File: config.mk
export PLATFORM = sky130hd
export DESIGN_NAME = trackpwr_supervisor
export DESIGN_NICKNAME = d
export VERILOG_FILES = /design/src/rtl/trk_pkg.sv /design/src/rtl/trk_ms_timer.sv /design/src/rtl/trk_flash_gen.sv /design/src/rtl/trackpwr_supervisor.sv
export SDC_FILE = /design/constraint.sdc
export NUM_CORES = 1
export LEC_CHECK = 0
export BUFFER_PORTS_ARGS = -buffer_cell sky130_fd_sc_hd__buf_2
export CAP_MARGIN = 15
export CORE_MARGIN = 3
export CORE_UTILIZATION = 44
export CTS_CLUSTER_SIZE = 10
export DETAILED_ROUTE_END_ITERATION = 10
export PLACE_DENSITY_LB_ADDON = 0.15
export SLEW_MARGIN = 5
export SYNTH_ARGS = -nofsm -noshare
export SYNTH_HDL_FRONTEND = slang
export SYNTH_SLANG_ARGS = --single-unit
File: constraint.sdc
create_clock -name clk -period 7.8 [get_ports clk]
set_input_delay 0.39 -clock clk [delete_from_list [all_inputs] [get_ports clk]]
set_output_delay 0.39 -clock clk [all_outputs]
set_load 0.005 [all_outputs]
File: src/rtl/trk_pkg.sv
package trk_pkg;
  typedef enum logic [1:0] {
    ST_OFF  = 2'd0,
    ST_ON   = 2'd1,
    ST_HOLD = 2'd2,
    ST_WDT  = 2'd3
  } trk_state_e;
endpackage

File: src/rtl/trk_ms_timer.sv
// One-shot millisecond timer: expires exactly target*CYC_PER_MS cycles after start.
module trk_ms_timer #(
  parameter int CYC_PER_MS = 50000,
  parameter int TGT_W      = 11
) (
  input  logic             clk,
  input  logic             rst,
  input  logic             start,
  input  logic             stop,
  input  logic [TGT_W-1:0] target,
  output logic             expire
);
  localparam int PRE_W = (CYC_PER_MS > 1) ? $clog2(CYC_PER_MS) : 1;
  localparam logic [PRE_W-1:0] PRE_LAST = PRE_W'(CYC_PER_MS - 1);

  logic             run;
  logic [PRE_W-1:0] pre;
  logic [TGT_W-1:0] ms;
  logic [TGT_W-1:0] tgt;

  assign expire = run && (pre == PRE_LAST) && (ms == tgt - TGT_W'(1));

  always_ff @(posedge clk) begin
    if (rst) begin
      run <= 1'b0;
      pre <= '0;
      ms  <= '0;
      tgt <= '0;
    end else if (start) begin
      run <= 1'b1;
      pre <= '0;
      ms  <= '0;
      tgt <= target;
    end else if (stop || expire) begin
      run <= 1'b0;
    end else if (run) begin
      if (pre == PRE_LAST) begin
        pre <= '0;
        ms  <= ms + TGT_W'(1);
      end else begin
        pre <= pre + PRE_W'(1);
      end
    end
  end
endmodule

File: src/rtl/trk_flash_gen.sv
// Free-running lamp pattern source: slow and fast 50 % square waves.
module trk_flash_gen #(
  parameter int CYC_PER_MS = 50000,
  parameter int SLOW_MS    = 1000,
  parameter int FAST_MS    = 250
) (
  input  logic clk,
  input  logic rst,
  output logic slow,
  output logic fast
);
  localparam int PRE_W  = (CYC_PER_MS > 1) ? $clog2(CYC_PER_MS) : 1;
  localparam int SLOW_W = $clog2(SLOW_MS);
  localparam int FAST_W = $clog2(FAST_MS);
  localparam logic [PRE_W-1:0] PRE_LAST = PRE_W'(CYC_PER_MS - 1);

  logic [PRE_W-1:0]  pre;
  logic [SLOW_W-1:0] slow_cnt;
  logic [FAST_W-1:0] fast_cnt;
  logic              tick;

  assign tick = (pre == PRE_LAST);
  assign slow = (slow_cnt < SLOW_W'(SLOW_MS / 2));
  assign fast = (fast_cnt < FAST_W'(FAST_MS / 2));

  always_ff @(posedge clk) begin
    if (rst) begin
      pre      <= '0;
      slow_cnt <= '0;
      fast_cnt <= '0;
    end else begin
      pre <= tick ? '0 : pre + PRE_W'(1);
      if (tick) begin
        slow_cnt <= (slow_cnt == SLOW_W'(SLOW_MS - 1)) ? '0 : slow_cnt + SLOW_W'(1);
        fast_cnt <= (fast_cnt == FAST_W'(FAST_MS - 1)) ? '0 : fast_cnt + FAST_W'(1);
      end
    end
  end
endmodule

File: src/rtl/trackpwr_supervisor.sv
module trackpwr_supervisor #(
  parameter int CLK_HZ     = 50_000_000,
  parameter int OFF_MS     = 500,
  parameter int WD_UNIT_MS = 16,
  parameter int WDM_W      = 7,
  parameter int SLOW_MS    = 1000,
  parameter int FAST_MS    = 250
) (
  input  logic             clk,
  input  logic             rst,
  input  logic             cmd_on,
  input  logic             cmd_off,
  input  logic             short_det,
  input  logic             wd_load,
  input  logic [WDM_W-1:0] wd_m,
  output logic             track_en,
  output logic             cdu_en,
  output logic             fault_led,
  output logic             ev_fault,
  output logic             ev_retriable,
  output logic             ev_wtimeout
);
  import trk_pkg::*;

  localparam int CYC_PER_MS = CLK_HZ / 1000;
  localparam int WIN_W      = $clog2(OFF_MS + 1);
  localparam int WDT_W      = WDM_W + $clog2(WD_UNIT_MS) + 1;

  trk_state_e st, st_nxt;
  logic pend_on, pend_nxt;
  logic win_start, win_expire;
  logic wd_start, wd_stop, wd_expire;
  logic slow, fast;
  logic f_nxt, r_nxt, w_nxt;
  logic wd_arm_req;

  assign wd_arm_req = wd_load && (wd_m != '0);

  always_comb begin
    st_nxt   = st;
    f_nxt    = 1'b0;
    r_nxt    = 1'b0;
    w_nxt    = 1'b0;
    pend_nxt = pend_on;
    unique case (st)
      ST_OFF: if (!cmd_off && cmd_on) st_nxt = ST_ON;
      ST_ON: begin
        if (cmd_off) begin
          st_nxt = ST_OFF;
        end else if (short_det) begin
          st_nxt   = ST_HOLD;
          f_nxt    = 1'b1;
          pend_nxt = 1'b0;
        end else if (wd_expire && !wd_arm_req) begin
          st_nxt = ST_WDT;
          w_nxt  = 1'b1;
        end
      end
      ST_HOLD: begin
        if (cmd_off)     pend_nxt = 1'b0;
        else if (cmd_on) pend_nxt = 1'b1;
        if (win_expire) begin
          st_nxt = pend_nxt ? ST_ON : ST_OFF;
          r_nxt  = 1'b1;
        end
      end
      ST_WDT: begin
        if (cmd_off)     st_nxt = ST_OFF;
        else if (cmd_on) st_nxt = ST_ON;
      end
      default: st_nxt = ST_OFF;
    endcase
  end

  assign win_start = (st == ST_ON) && (st_nxt == ST_HOLD);
  assign wd_start  = (st == ST_ON) && (st_nxt == ST_ON) && wd_arm_req;
  assign wd_stop   = (st_nxt != ST_ON) || ((st == ST_ON) && wd_load && (wd_m == '0));

  trk_ms_timer #(.CYC_PER_MS(CYC_PER_MS), .TGT_W(WIN_W)) u_win (
    .clk(clk), .rst(rst), .start(win_start), .stop(1'b0),
    .target(WIN_W'(OFF_MS)), .expire(win_expire)
  );

  trk_ms_timer #(.CYC_PER_MS(CYC_PER_MS), .TGT_W(WDT_W)) u_wdog (
    .clk(clk), .rst(rst), .start(wd_start), .stop(wd_stop),
    .target(WDT_W'(wd_m) * WDT_W'(WD_UNIT_MS)), .expire(wd_expire)
  );

  trk_flash_gen #(.CYC_PER_MS(CYC_PER_MS), .SLOW_MS(SLOW_MS), .FAST_MS(FAST_MS)) u_flash (
    .clk(clk), .rst(rst), .slow(slow), .fast(fast)
  );

  always_ff @(posedge clk) begin
    if (rst) begin
      st           <= ST_OFF;
      pend_on      <= 1'b0;
      track_en     <= 1'b0;
      cdu_en       <= 1'b0;
      fault_led    <= 1'b0;
      ev_fault     <= 1'b0;
      ev_retriable <= 1'b0;
      ev_wtimeout  <= 1'b0;
    end else begin
      st           <= st_nxt;
      pend_on      <= pend_nxt;
      track_en     <= (st_nxt == ST_ON);
      cdu_en       <= (st_nxt != ST_OFF);
      ev_fault     <= f_nxt;
      ev_retriable <= r_nxt;
      ev_wtimeout  <= w_nxt;
      unique case (st_nxt)
        ST_OFF:  fault_led <= slow;
        ST_HOLD: fault_led <= fast;
        ST_WDT:  fault_led <= 1'b1;
        default: fault_led <= 1'b0;
      endcase
    end
  end
endmodule

Word level (Yosys, flattened, before mapping)
Index checks and enable logic that the tools add are counted.

Register bits: 106. Memory bits (writable): 0. Memories: 0. Output and inout bits: 6. Memory bits (read-only): 0. Input port bits: 13. Bits in latches: 0. Word-level logic and storage cells: 112.

Eq/ne operators: 16. Bitwise operators: 4. Divide/modulo/power cells: 0. Reductions and logical operators: 35. Multipliers: 0. Magnitude comparators: 2. Multiplexer cells: 27. Add/sub/neg operators: 9. Shifts and indexed selects: 0.

Operators by type and width (number): adder 16 x 1 -> 16 bit (second input constant) (3); equality test 16 bit (second input constant) (3); 2-to-1 mux 16 bit (2); 2-to-1 mux 2 bit (7); 2-to-1 mux 1 bit (13); adder 12 x 1 -> 12 bit (second input constant) (1); equality test 12 bit (1); logical AND 1 bit (12); subtractor 11 x 1 -> 12 bit (second input constant) (1); adder 10 x 1 -> 10 bit (second input constant) (1); equality test 10 bit (second input constant) (1); less-than comparator 10 x 9 -> 1 bit (second input constant) (1); 2-to-1 mux 10 bit (1); adder 9 x 1 -> 9 bit (second input constant) (1); equality test 9 bit (1); AND reduction 3 bit (3); adder 8 x 1 -> 8 bit (second input constant) (1); equality test 2 bit (second input constant) (4); equality test 8 bit (second input constant) (1); less-than comparator 8 x 7 -> 1 bit (second input constant) (1); 2-to-1 mux 8 bit (1); case mux 2 bit (4 select lines) (1); nonzero test 2 bit (4); OR reduction 2 bit (4); other kinds (15) (24).

Logic depth before layout (Yosys ltp)
Gate-level depths: netlist of the first run.

Depth in word-level cells: 13. Mapped depth: 12.

Cells and area by module
From an unflattened synthesis of the first run, not the netlist that was laid out.

Cells, all modules: 756. Area, all modules: 6523.8 um^2.

By module, submodules not included: trk_ms_timer (u_wdog) (area an instance 2321.0 um^2, cells an instance 268, times used 1); trk_ms_timer (u_win) (area an instance 2040.7 um^2, cells an instance 242, times used 1); trk_flash_gen (area an instance 1687.9 um^2, cells an instance 197, times used 1); trackpwr_supervisor (area an instance 474.2 um^2, cells an instance 49, times used 1).

Least setup slack after synthesis of the first run
OpenSTA, ideal clock, no wires.

Kind: register to register. Start point: register u_win.ms[2]. End point: register u_wdog.pre[13]. Cell stages (with the launch flop): 9. Slack: 5.108 ns. Arrival time: 2.622 ns. Path buffers: 1. Setup time: 0.070 ns. Cell sequence: dfxtp_1 > or3b_1 > a211o_1 > or3_4 > a211oi_4 > nand3b_2 > buf_6 > or4_1 > a21oi_1.

Cells in the longest elaborated chain, start to end: 9. Elaborated cells between the ends (all ways): 13.

Ends and longest elaborated chain: start, declared (line trk_ms_timer.sv:18) `logic [TGT_W-1:0] ms;`; start signal, assigned (line trk_ms_timer.sv:39) `ms <= ms + TGT_W'(1);`; equality test 9 bit (*) (line trk_ms_timer.sv:21) `assign expire = run && (pre == PRE_LAST) && (ms == tgt - TGT_W'(1));`; logical AND 1 bit (*) (line trk_ms_timer.sv:21); 2-to-1 mux 2 bit (*) (line trackpwr_supervisor.sv:62) `if (win_expire) begin`; case mux 2 bit (4 select lines) (*) (line trackpwr_supervisor.sv:45) `unique case (st)`; != test 2 x 1 -> 1 bit (line trackpwr_supervisor.sv:77) `assign wd_stop = (st_nxt != ST_ON) || ((st == ST_ON) && wd_load && (wd_m == '0));`; logical OR 1 bit (line trackpwr_supervisor.sv:77); logical OR 1 bit (line trk_ms_timer.sv:34) `end else if (stop || expire) begin`; NOT 1 bit (no line); AND reduction 2 bit (no line); end signal, assigned (line trk_ms_timer.sv:41) `pre <= pre + PRE_W'(1);`; end, declared (line trk_ms_timer.sv:17) `logic [PRE_W-1:0] pre;`.

Every way passes the cells marked *; elsewhere a longest branch is shown, timed or not. A chain may end at the register's enable or synchronous reset.

Worst setup path in the final report of the first run
Start point: register u_wdog.pre[0]. End point: register u_wdog.pre[8].

Cells in the longest elaborated chain, start to end: 13. Elaborated cells between the ends (all ways): 19.

Ends and longest elaborated chain: equality test 16 bit (line trk_ms_timer.sv:21, trk_ms_timer.sv:37); logical AND 1 bit (2 in series) (line trk_ms_timer.sv:21); logical AND 1 bit (line trackpwr_supervisor.sv:54) `end else if (wd_expire && !wd_arm_req) begin`; 2-to-1 mux 2 bit (line trackpwr_supervisor.sv:54); 2-to-1 mux 2 bit (line trackpwr_supervisor.sv:50) `end else if (short_det) begin`; 2-to-1 mux 2 bit (line trackpwr_supervisor.sv:48) `if (cmd_off) begin`; case mux 2 bit (4 select lines) (line trackpwr_supervisor.sv:45); != test 2 x 1 -> 1 bit (line trackpwr_supervisor.sv:77); logical OR 1 bit (line trackpwr_supervisor.sv:77); logical OR 1 bit (line trk_ms_timer.sv:34); NOT 1 bit (no line); AND reduction 2 bit (no line).

Parallel ways exist; a longest one is shown, timed or not.

==> results of run 1 <==
[worst paths after layout]
path             startpoint        endpoint  slack, ns
max           u_wdog.pre[0]   u_wdog.pre[8]       4.37
min               short_det     ev_wtimeout       0.24
max reg2reg   u_wdog.pre[0]   u_wdog.pre[8]       4.37
min reg2reg  u_flash.pre[0]  u_flash.pre[0]       0.45
[power by group through the flow]
stage	logic, mW	registers [mW]	clock network [mW]
final	0.0299	0.547	0.467
after detailed placement	0.0302	0.559	0
after global routing	0.0339	0.547	0.504
after floorplan	0.0206	0.559	0
after CTS	0.0304	0.546	0.485
after global placement	0.0302	0.559	0
[sequential cells by signal, summed over array words and instances, names as in the netlist]
register	count
u_flash.slow_cnt	10
u_wdog.run	1
u_wdog.ms	12
u_win.tgt	1
ev_retriable	1
track_en	1
u_flash.pre	16
u_wdog.tgt	7
st	2
u_flash.fast_cnt	8
u_win.ms	9
fault_led	1
u_win.pre	16
u_wdog.pre	16
ev_fault	1
ev_wtimeout	1
pend_on	1
cdu_en	1
u_win.run	1
[cell type report]
cell class / instances / area, um2 / area share [%]
Multi-Input combinational cell: 460 / 2840 / 50.8
Sequential cell: 106 / 2120 / 37.9
Clock buffer: 10 / 239 / 4.27
Tap cell: 140 / 175 / 3.13
Timing Repair Buffer: 18 / 90.1 / 1.61
Clock inverter: 6 / 71.3 / 1.27
Inverter: 16 / 60.1 / 1.07
[layer usage]
metal / vias up / GRT usage, %
met1: 1971 / 21.8
met4: 0 / 5.78
met3: 10 / 4.51
li1: 2188 / -
met2: 42 / 28.0
met5: - / 0
[per-stage QoR]
step | util, % | hold slack [ns] | instances | worst slack [ns]
CTS | 50.6 | 0.238 | 756 | 4.33
global route | 50.6 | 0.243 | 756 | 3.98
finish | 50.6 | 0.241 | 756 | 4.37
detailed placement | 47.8 | 0.436 | 740 | 4.33
global placement | 47.8 | 0.427 | 740 | 4.57
floorplan | - | 0.413 | 602 | 5.11
[cell families (layout without fill, tap and decap cells)]
group                      Yosys count  count (layout)
muxes                               13              13
adders and majority gates           10              10
DFF                                106             106
and+or+nand+nor                    284             284
xor gates and xnor gates            47              47
AOI/OAI and AO/OA                  106             106
buffers and inverters               36              50
[Yosys cell counts, drive strengths merged, types with 4 or more instances]
library cell,instances,area [um2]
buf,8,42.5
and2,5,31.3
nand2b,8,50.1
nor2,78,293
a21oi,44,224
inv,16,60.1
or4,15,113
o31ai,11,82.6
and3,13,81.3
and4,6,52.6
dfxtp,106,2120
nand4b,4,35.0
o21ai,30,150
nor2b,7,43.8
nand4,16,100
nand3,30,150
mux2i,13,130
xnor2,17,149
or3,24,155
nand2,38,143
clkbuf,12,45.0
xor2,30,263
ha,10,125
nor4,7,43.8
nor3,14,70.1
[worst register-to-register path, delay by kind of cell (launching register included)]
family	cells	cell delay, ns
AO/OA/AOI/OAI	1	0.23
flip-flops	1	0.38
AND/OR/NAND/NOR	6	2.53
adder cells (fa/ha/maj)	1	0.20
==> results.md, run 1 <==
Setup path:
- The cell family contributing the most delay on the critical path is simple AND/OR/NAND/NOR gates.
- For the worst flop-to-flop path, the logic depth is 8.
- The critical path endpoint category is a flip-flop.
- Data on the critical path arrives at its endpoint at 3.69 ns.
- In this design, the stage delay of the slowest critical-path cell is around 0.86 ns.
- The maximum net fanout on the critical path is 14.
- The critical path runs through a total of 8 cells.
- The slowest stage of the critical path is the nor4_1 cell.
- STA puts the critical path data required time at 8.06 ns.
- The most common cell type on the critical path is nor4_1.
- Traced cell by cell, the critical path runs through ha_1, nand3_1, nor4_1, nand4_1, nor4_1, nand4b_1, nand2_1, a21oi_1.
- The kind of critical path is flip-flop to flip-flop.
- The combined buffer and inverter count along the critical path is 0.
- The type of origin of the critical path is a flip-flop.

Synth:
- The number of enable-type register cells in the synthesized netlist is 0.
- The most used flip-flop cell after synthesis is dfxtp_1.
- The number of warnings reported in the yosys synthesis log is 0.
- In this run, synthesis produced a sequential element count of 106.
- The portion of netlist area occupied by mux cells is between 2 and 3%.
- The post-synthesis instance area is 5110 um2.
- After synthesis, the largest family of logic cells by area is simple AND/OR/NAND/NOR gates.
- The synthesized-area fraction occupied by and/or/nand/nor cells is 29.9%.
- The share of the yosys chip area belonging to registers is 41.5%.
- The cell count after synthesis is roughly 600.
- The mean instance size in the synthesized netlist is roughly 8.5 um2.
- When the netlist entered floorplanning its net count stood at 625.
- The number of unique standard cell types used by synthesis is 57.
- Summing the areas of all compound-gate instances in the mapped netlist gives 12.7% of the synthesized area.
- After Yosys synthesis, full adders, half adders and majority gates account for 2.45% of the synthesized area.
- The synthesized netlist devotes just over 8% of its cell area to XOR and XNOR gates.
- The fraction of registers with async set/reset is 0%.

Route:
- The number of nets with antenna violations after routing is 0.
- In the routed design, unresolved DRC markers number 0.
- Summed over all nets, wire length on met3 after detailed routing comes to 307 um.
- After detailed routing, the wire length on met1 is 5070 um.
- The detailed-router iteration count before antenna repair is 5.
- In the final routed layout, each cell accounts on average for 13.8 um.
- The vias after detailed routing is 4211.
- The total routed wirelength is 10400 um.
- After detailed routing, the number of vias per cell comes to 5.57.
- The detailed router used layers up to and including met4.
- The routed length on met2 is 4900 um.
- In this run, the number of DRC markers left after iteration 0 of detailed routing was 244.

CTS:
- At the later pin of the worst-skew pair, clock insertion delay measures 0.34 ns.
- The post-CTS clock slew at the launch and capture registers of the worst setup and hold paths is 0.07 ns.
- In this run, post-CTS repair resized a total of 0 instances.
- The H-tree was split into 3 levels.
- The total clock buffers created by CTS is 9.
- The count of clock tree sinks is between 100 and 150.
- In this run the clock root is driven by a clkbuf_16.
- The cts-stage hold buffer count is 0.
- The longest clock path from root to sink contains 2 buffers.
- Once the clock tree was built, the setup fixing pass inserted 0 buffers.
- TritonCTS built the clock tree.

Final layout:
- The library cell used most frequently in the layout, excluding fill and tap cells, is dfxtp_1.
- In the layout the commonest cells are dfxtp_1, nor2_1, a21oi_1, nand2_1.
- After the last flow step, the layout net total stands at 634.
- The number of antenna diodes in the final layout is 0.
- The post-route standard cell area excluding fillers is 5600 um2.
- The number of fill cells in the layout is between 1000 and 1500.
- The share of post-route cells with drive strength above 1 is 7.31%.
- The area growth from synthesis to final layout is 9.54%.

Placed design:
- The quantity of I/O buffers inserted on ports is 18.
- The global placement routability congestion is about 0.80.
- The placed instances occupy a cell area of 5290 um2.
- Detailed placement finished with a half-perimeter wire length of 7400 um.

Pwr:
- In this run switching power makes up a little over a fifth of total power.
- Sequential cells account for 52.4% of the total power.
- The switching power of the nets is 0.227 mW.
- The relative contribution of the clock network to total power is 44.8%.
- Combinational cells account for 2.9% of the total power.
- The overall power consumption is ~1.0 mW.
- The total power density per cell area is 186 nW/um2.
- The internal cell power is roughly 0.82 mW.
- VDD sags by at most 0.000147 V.
- The leakage dissipation is slightly below 2 nW.

Min path:
- The instance count along the most critical hold path is 2.
- The tightest min-delay check is of the input pin to flip-flop type.

Floorplanning:
- The floorplan step defined a die boundary enclosing approximately 13000 um2.
- The die is about 110 um tall.
- The initial utilization of the core area, before any placement, comes to 46.2%.
- The top-level port count is 19.
- The initialized floorplan defines 38 standard-cell rows.
- The placeable core area is ~11000 um2.
- The chip width is approximately 110 um.

Timing:
- For the pin with the worst max-slew slack, the measured transition is 0.864 ns.
- The count of endpoints failing hold in the final timing report is 0.
- Setup repair after global routing left no endpoint under its margin.
- The number of max-slew violations in the final report came to 0.
- The setup TNS is 0 ns.
- The highest clock rate is between 200 and 300 MHz.
- The clock period minus worst slack is around 3.4 ns.
- The post-route clock skew is about 0.0076 ns.
- The relative slew slack is 41.9%.
- The post-route clock period utilization is 44.0%.
- The setup-violating endpoint count in the final report is 0.

Global routing:
- The via count of the first global-routing pass is about 4000.
- The global-route usage over all layers is about 17%.
- For this run the aggregate overflow at the end of global routing stands at 0.
- The first-pass GRT wire length is between 15000 and 20000 um.
- The largest net degree at the start of global routing is 32.
- The initial antenna violation count is 0.

Run:
- Max-cap violations in this run came to 0.

Status:
- The flow ran to the end, and the final reports show no timing, DRC or antenna violations.
Note: power is estimated with default switching activity, not from simulation.
==> run 2, diff against run 1 <==
- clock period: 7.8 -> 3.4 ns (I/O delays scaled with it)
==> run 2 against run 1 <==
Net effect:
- cell area grew 0.80%
- sequential power grew 130%
- non-clock buffer count grew 8
- die area is the same
- final cell count grew 1.1%
- count of clock-buffer cells in the layout grew 1
- core utilization grew 0.41 points
- first-iteration DRC count grew 12%
- worst hold slack lost 0.21 ns
- worst setup slack lost 4.0 ns
- highest routed layer unchanged
==> results.md, run 2 (same netlist as run 1, synthesis figures left out) <==
Global routing:
- The initial antenna violation count is 0.
- Entering global routing, the biggest net connects 27 pins.
- The first global-routing pass estimated 18100 um of wire.
- The global-route usage over all layers is between 10% and 20%.
- The total overflow reported by the global router is 0.
- The via count of the first global-routing pass is 3931.

Final layout:
- The non-filler instance count after layout is 764.
- The final layout contains between 600 and 700 nets.
- The largest registers in the layout are u_flash.pre x16, u_wdog.pre x16, u_win.pre x16.
- The area growth from synthesis to final layout is 10.4%.
- The library cells used most frequently in the layout, excluding fill and tap cells, are dfxtp_1, nor2_1, a21oi_1, nand2_1.
- The repair_antennas step left the layout with diodes totalling 0.
- The commonest non-fill, non-tap cell in the layout is dfxtp_1.
- The filler cells instantiated in the layout total 1050.
- Cells fill roughly half of the core in the end.
- Cells with a size suffix above 1 make up 8.17% of the layout.

Timing:
- The number of max-slew violations in the final report is 0.
- In the final timing run, aggregate negative setup slack is 0 ns.
- At the pin with the least slew margin, the transition time is 0.844 ns.
- Setup repair after global routing left no endpoint under its margin.
- For this run, the top clock speed supported by timing is 327 MHz.
- Measured against its own limit, the worst slew margin works out to 43.3%.
- The count of endpoints failing hold in the final timing report came to 0.
- The worst path uses roughly 90% of the clock period.
- Final hold analysis gives a worst-case slack of 0.0334 ns.
- Setup violations remaining at the end of the flow were counted as 0.
- On the final layout, the worst clock skew is 0.00698 ns.
- The clock period minus worst slack is slightly above 3 ns.

CTS:
- After clock tree synthesis, the clock-pin slew on the worst setup and hold paths is about 0.07 ns.
- TritonCTS built the clock tree.
- The count of clock tree sinks is 106.
- Buffers inserted to repair hold after CTS numbered 0.
- The number of cells upsized or downsized after cts is 0.
- The tree is rooted in a clkbuf_16.
- For the worst-skew pair, the clock arrives at the later sink with an insertion delay of 0.35 ns.
- The H-tree was split into 3 levels.
- No sink is reached through more buffers than the 2 on the longest clock path.
- The number of clock buffers added by TritonCTS is 9.
- Post-CTS timing repair inserted 0 buffers for setup.

Route:
- For this run, design rule violations remaining after detail routing come to 0.
- Summed over all layers, the routed wires come to ~10000 um.
- The number of violations reported at the end of detailed-routing iteration 0 is 274.
- The detailed-router iteration count before antenna repair is 5.
- Dividing the detail-routed wire length by the instance count gives 13.5 um.
- The number of nets with antenna violations after routing is 0.
- The vias after detailed routing is around 4300.
- After detailed routing, the number of vias per cell comes to 5.60.

Setup path:
- The worst setup path is launched from a flip-flop.
- In this run the critical register-to-register path is launched from u_win.ms[2].
- The data arrival at the endpoint of the critical path is 3.33 ns.
- The worst setup path is of the flip-flop to flip-flop kind.
- The maximum net fanout on the critical path is 26.
- STA puts the critical path data required time at 3.67 ns.
- The worst setup path startpoint is u_win.ms[2].
- STA classifies the critical path endpoint as a flip-flop.

Run:
- Across the run, the number of max-cap violations was 0.

Status:
- The run finished with clean final reports.

Pwr:
- The worst ir drop on vdd is 0.000322 V.
- The leakage dissipation is roughly 2 nW.
- The total power density per cell area is 420 nW/um2.

Floorplanning:
- Pin placement for this block handled 19 I/O pins.
- The floorplan step set the die width to about 110 um.
- The floorplan has 38 rows.
- The die is around 110 um tall.
- The placeable core area is 11100 um2.
- The area enclosed by the die boundary is 13000 um2.
- The effective utilization at floorplan is 46.2%.

Min path:
- The path class of the lowest-slack min-delay path is input pin to flip-flop.
- The start point of the worst min-delay path is short_det.

Placed design:
- The congestion estimate from routability-driven global placement came to 0.828.
- During placement, the flow inserted port buffers numbering 18.
- The wire-length estimate of the detail-placed layout is between 7000 and 8000 um.
- The cell count after placement is roughly 750.
run 2: power by group:
group	total (mW)	switching (mW)	leakage [nW]	internal (mW)
clock network	1.05	0.469	0.142	0.577
logic	0.0707	0.0458	0.957	0.0249
registers	1.25	0.00545	0.855	1.25
run 2: final timing paths:
path / end / slack [ns] / cells past startpoint
hold reg to reg: u_flash.pre[0] / 0.46 / 1
hold / removal: ev_wtimeout / 0.03 / 2
setup / recovery: u_wdog.pre[15] / 0.34 / 7
setup reg to reg: u_wdog.pre[15] / 0.34 / 7
run 2: area by class of cell:
type,count,area [um2],area share [%]
clock inverters,5,62.6,1.11
flip-flops and latches,106,2120,37.6
clock buffers,11,233,4.12
inverters,16,60.1,1.06
well taps,140,175,3.10
multi-input cells,460,2840,50.4
repair buffers,26,150,2.66
run 2: metrics by stage:
stage	area [um2]	power, mW	setup WS (ns)
4_1_cts	5650	2.41	0.323
3_3_place_gp	5350	1.35	0.388
3_5_place_dp	5350	1.35	0.349
2_1_floorplan	5110	1.33	0.708
6_report	5650	2.37	0.343
5_1_grt	5650	2.46	0.120
run 2: layer usage:
layer  share of wire, %  vias up  track usage, %
li1                   -     2190               -
met4               0.70        0            3.33
met3                3.2        7            4.77
met1                 50     2036            22.6
met2                 47       45            27.4
met5                  0        -               0
run 2: critical path, stage by stage (launching register included):
cell and delay (ns):
dfxtp_1 0.35, or3b_1 0.40, a211o_1 0.35, or3_4 0.43, a211oi_4 0.30, nand3b_2 0.39
or4_1 0.61, a21oi_1 0.15
==> run 3, diff against run 2 <==
==> constraint.sdc (replaced) <==
create_clock -name clk -period 3.29 [get_ports clk]
set_input_delay 0.1645 -clock clk [delete_from_list [all_inputs] [get_ports clk]]
set_output_delay 0.1645 -clock clk [all_outputs]
set_load 0.1 [all_outputs]
==> run 3 against run 2 <==
Net effect:
- cell area increased by 0.60%
- worst setup slack got worse by 0.14 ns
- sequential power up 4%
- power grew 3.7%
- sequential share of layout area down 0.22 points
- global-route usage grew 0.39 points
- sequential cell count did not move
- register-to-register slack worse by 0.14 ns
- final cell count rose by 0.52%
- die area is the same
- first-iteration DRC count down 23%
- critical path type unchanged
- critical endpoint unchanged
- largest power group unchanged
==> results.md, run 3 (same netlist as run 1, synthesis figures left out) <==
Status:
- The run finished with clean final reports.

Timing:
- The count of endpoints failing hold in the final timing report is 0.
- Based on the critical path, the design can be clocked at up to approximately 320 MHz.
- For the final routed database, the setup TNS stands at 0 ns.
- Setup repair after global routing left no endpoint under its margin.
- The final critical path takes up 93.9% of the cycle.
- The transition at the pin with the smallest max-transition slack is 0.888 ns.
- The setup-violating endpoint count in the final report is 0.
- Headroom to the max-slew limit came out at 40.4%.
- The post-route clock skew is 0.0123 ns.
- The smallest clock period supported by the final layout is computed as 3.09 ns.
- The number of max-slew violations in the final report is 0.
- The post-route worst hold slack is 0.0317 ns.

Final layout:
- The share of post-route cells with drive strength above 1 is 8.92%.
- The sequential cell area in the final layout is 2120 um2.
- In the final layout, the multi-input gates occupy 2840 um2.
- The number of fill cells in the layout is ~1100.
- The largest registers in the layout are u_flash.pre x16, u_wdog.pre x16, u_win.pre x16.
- Leaving out filler cells and counting taps, the final layout contains 768.
- The post-route standard cell area excluding fillers is between 5000 and 6000 um2.
- The final-stage net count is 646.
- The area growth from synthesis to final layout is 11.1%.
- Leaving out fill and tap cells, the most frequent cell in the layout is dfxtp_1.
- The repair_antennas step left the layout with diodes totalling 0.
- Once layout is complete, the utilization of the core stands at 51.3%.
- In the layout the commonest cells are dfxtp_1, nor2_1, a21oi_1, nand2_1.

Route:
- In the final routed layout, each cell accounts on average for between 10 and 15 um.
- The count of nets left with antenna violations once routing finished came out at 0.
- The detailed-router iteration count before antenna repair is 5.
- For this run, design rule violations remaining after detail routing come to 0.
- The number of violations reported at the end of detailed-routing iteration 0 is 210.
- Dividing the detail-routed via count by the number of cells gives 5.56.
- The total routed wirelength is 10800 um.
- The routed layout has 4267 vias.

CTS:
- The TritonCTS clock tree is yes.
- The buffer levels on the longest clock path is 2.
- The CTS H-tree depth is 3.
- The number of clock buffers added by TritonCTS is 9.
- The tree is rooted in a clkbuf_16.
- In this run the post-CTS setup repair buffer count came out at 0.
- The clock net in this run drives a total of about 110 sinks.
- Clock-pin slew was measured on the worst setup and hold paths at 0.07 ns.
- The clock latency of the later-clocked register in the worst-skew pair is 0.36 ns.

Placed design:
- Counting tap cells, the placed design contains a total of 751 instances.
- Routability-driven placement finished with a final weighted congestion of about 0.84.
- The count of buffers added on input and output ports is 18.
- The post-place instance area is 5370 um2.
- The HPWL after detailed placement is 7560 um.

Floorplanning:
- The die is 114 um tall.
- The chip width is 114 um.
- The die covers 13000 um2.
- The floorplan has 38 rows.
- The effective utilization at floorplan is 46.2%.
- The top-level port count is 19.
- The placeable core area is 11100 um2.

Setup path:
- The startpoint identified for the worst register-to-register timing path is u_win.ms[2].
- Measured in cells, the most critical reg-to-reg path has a length of 7.
- The type of origin of the critical path is a flip-flop.
- The worst setup path startpoint is u_win.ms[2].
- The kind of critical path is flip-flop to flip-flop.
- The critical path endpoint category is a flip-flop.
- STA puts the critical path data required time at 3.57 ns.
- The reg-to-reg endpoint is u_wdog.pre[15].
- Along the worst path, the maximum fanout reaches 25.
- The stage delay of the slowest cell on the critical path is ~0.62 ns.
- The library cell contributing the largest single delay on the critical path is or4_1.
- Across all register-to-register paths, the minimum setup slack is 0.20 ns.
- Traced cell by cell, the critical path runs through or3b_1, a211o_1, or3_4, a211oi_4, nand3b_2, or4_1, a21oi_1.
- Data on the critical path arrives at its endpoint at 3.37 ns.

Pwr:
- The total power density per cell area is 433 nW/um2.
- Summed over all cells, the static leakage comes to 1.98 nW.
- Across the VDD grid, the largest voltage drop is roughly 0.0004 V.

Global routing:
- The first-pass GRT wire length is ~18000 um.
- For this run, the total global-route usage over all layers was measured as 17.3%.
- The initial antenna violation count came to 0.
- The total overflow reported by the global router is 0.
- The via count of the first global-routing pass is 3967.
- Entering global routing, the biggest net connects 26 pins.

Min path:
- The start point of the worst min-delay path is rst.
- For hold timing, the worst endpoint is u_flash.pre[2].
- The instance count along the most critical hold path is 2.
- The path class of the lowest-slack min-delay path is input pin to flip-flop.

Run:
- The max-cap check violation count is 0.
==> run 3: worst max path at each step <==
stage	slack (ns)	cells after the start	to
3_3_place_gp	0.30	7	u_wdog.pre[15]
6_report	0.20	7	u_wdog.pre[15]
5_1_grt	0.05	7	u_wdog.pre[9]
2_1_floorplan	0.60	8	u_wdog.pre[13]
3_5_place_dp	0.23	7	u_wdog.pre[7]
4_1_cts	0.20	7	u_wdog.pre[15]
==> run 3: stage by stage <==
step	worst slack [ns]	power [mW]
after detailed placement	0.226	1.42
after global routing	0.0502	2.55
after CTS	0.205	2.50
final	0.200	2.46
after global placement	0.303	1.42
after floorplan	0.598	1.39
==> run 3: layout make-up <==
type	count	area share [%]
sequential	106	37.4
clock buffer	12	4.69
inverter	16	1.06
tap	140	3.08
multi-input combinational	460	50.1
timing repair buffer	30	3.22
clock inverter	4	0.529
==> run 3: worst max-delay path, delay by kind of cell (launching register included) <==
kind / cells / cell delay (ns)
flip-flops: 1 / 0.36
AO/OA/AOI/OAI: 3 / 0.81
AND/OR/NAND/NOR: 4 / 1.84
==> run 3: power by group <==
group          internal (mW)  switching, mW
combinational         0.0272         0.0655
clock                  0.580          0.489
sequential              1.29        0.00560
==> run 3: layer usage <==
layer / routed length [um] / GRT usage [%]
met1: 5240 / 21.9
met2: 5020 / 28.1
met3: 412 / 4.72
met4: 99 / 6.49
met5: 0 / 0
==> run 3: repair_timing <==
action | 4_1_cts | 5_1_grt
endpoints found under the hold margin | 1 | 0
gates resized for setup | 0 | 0
hold buffers | 1 | 0
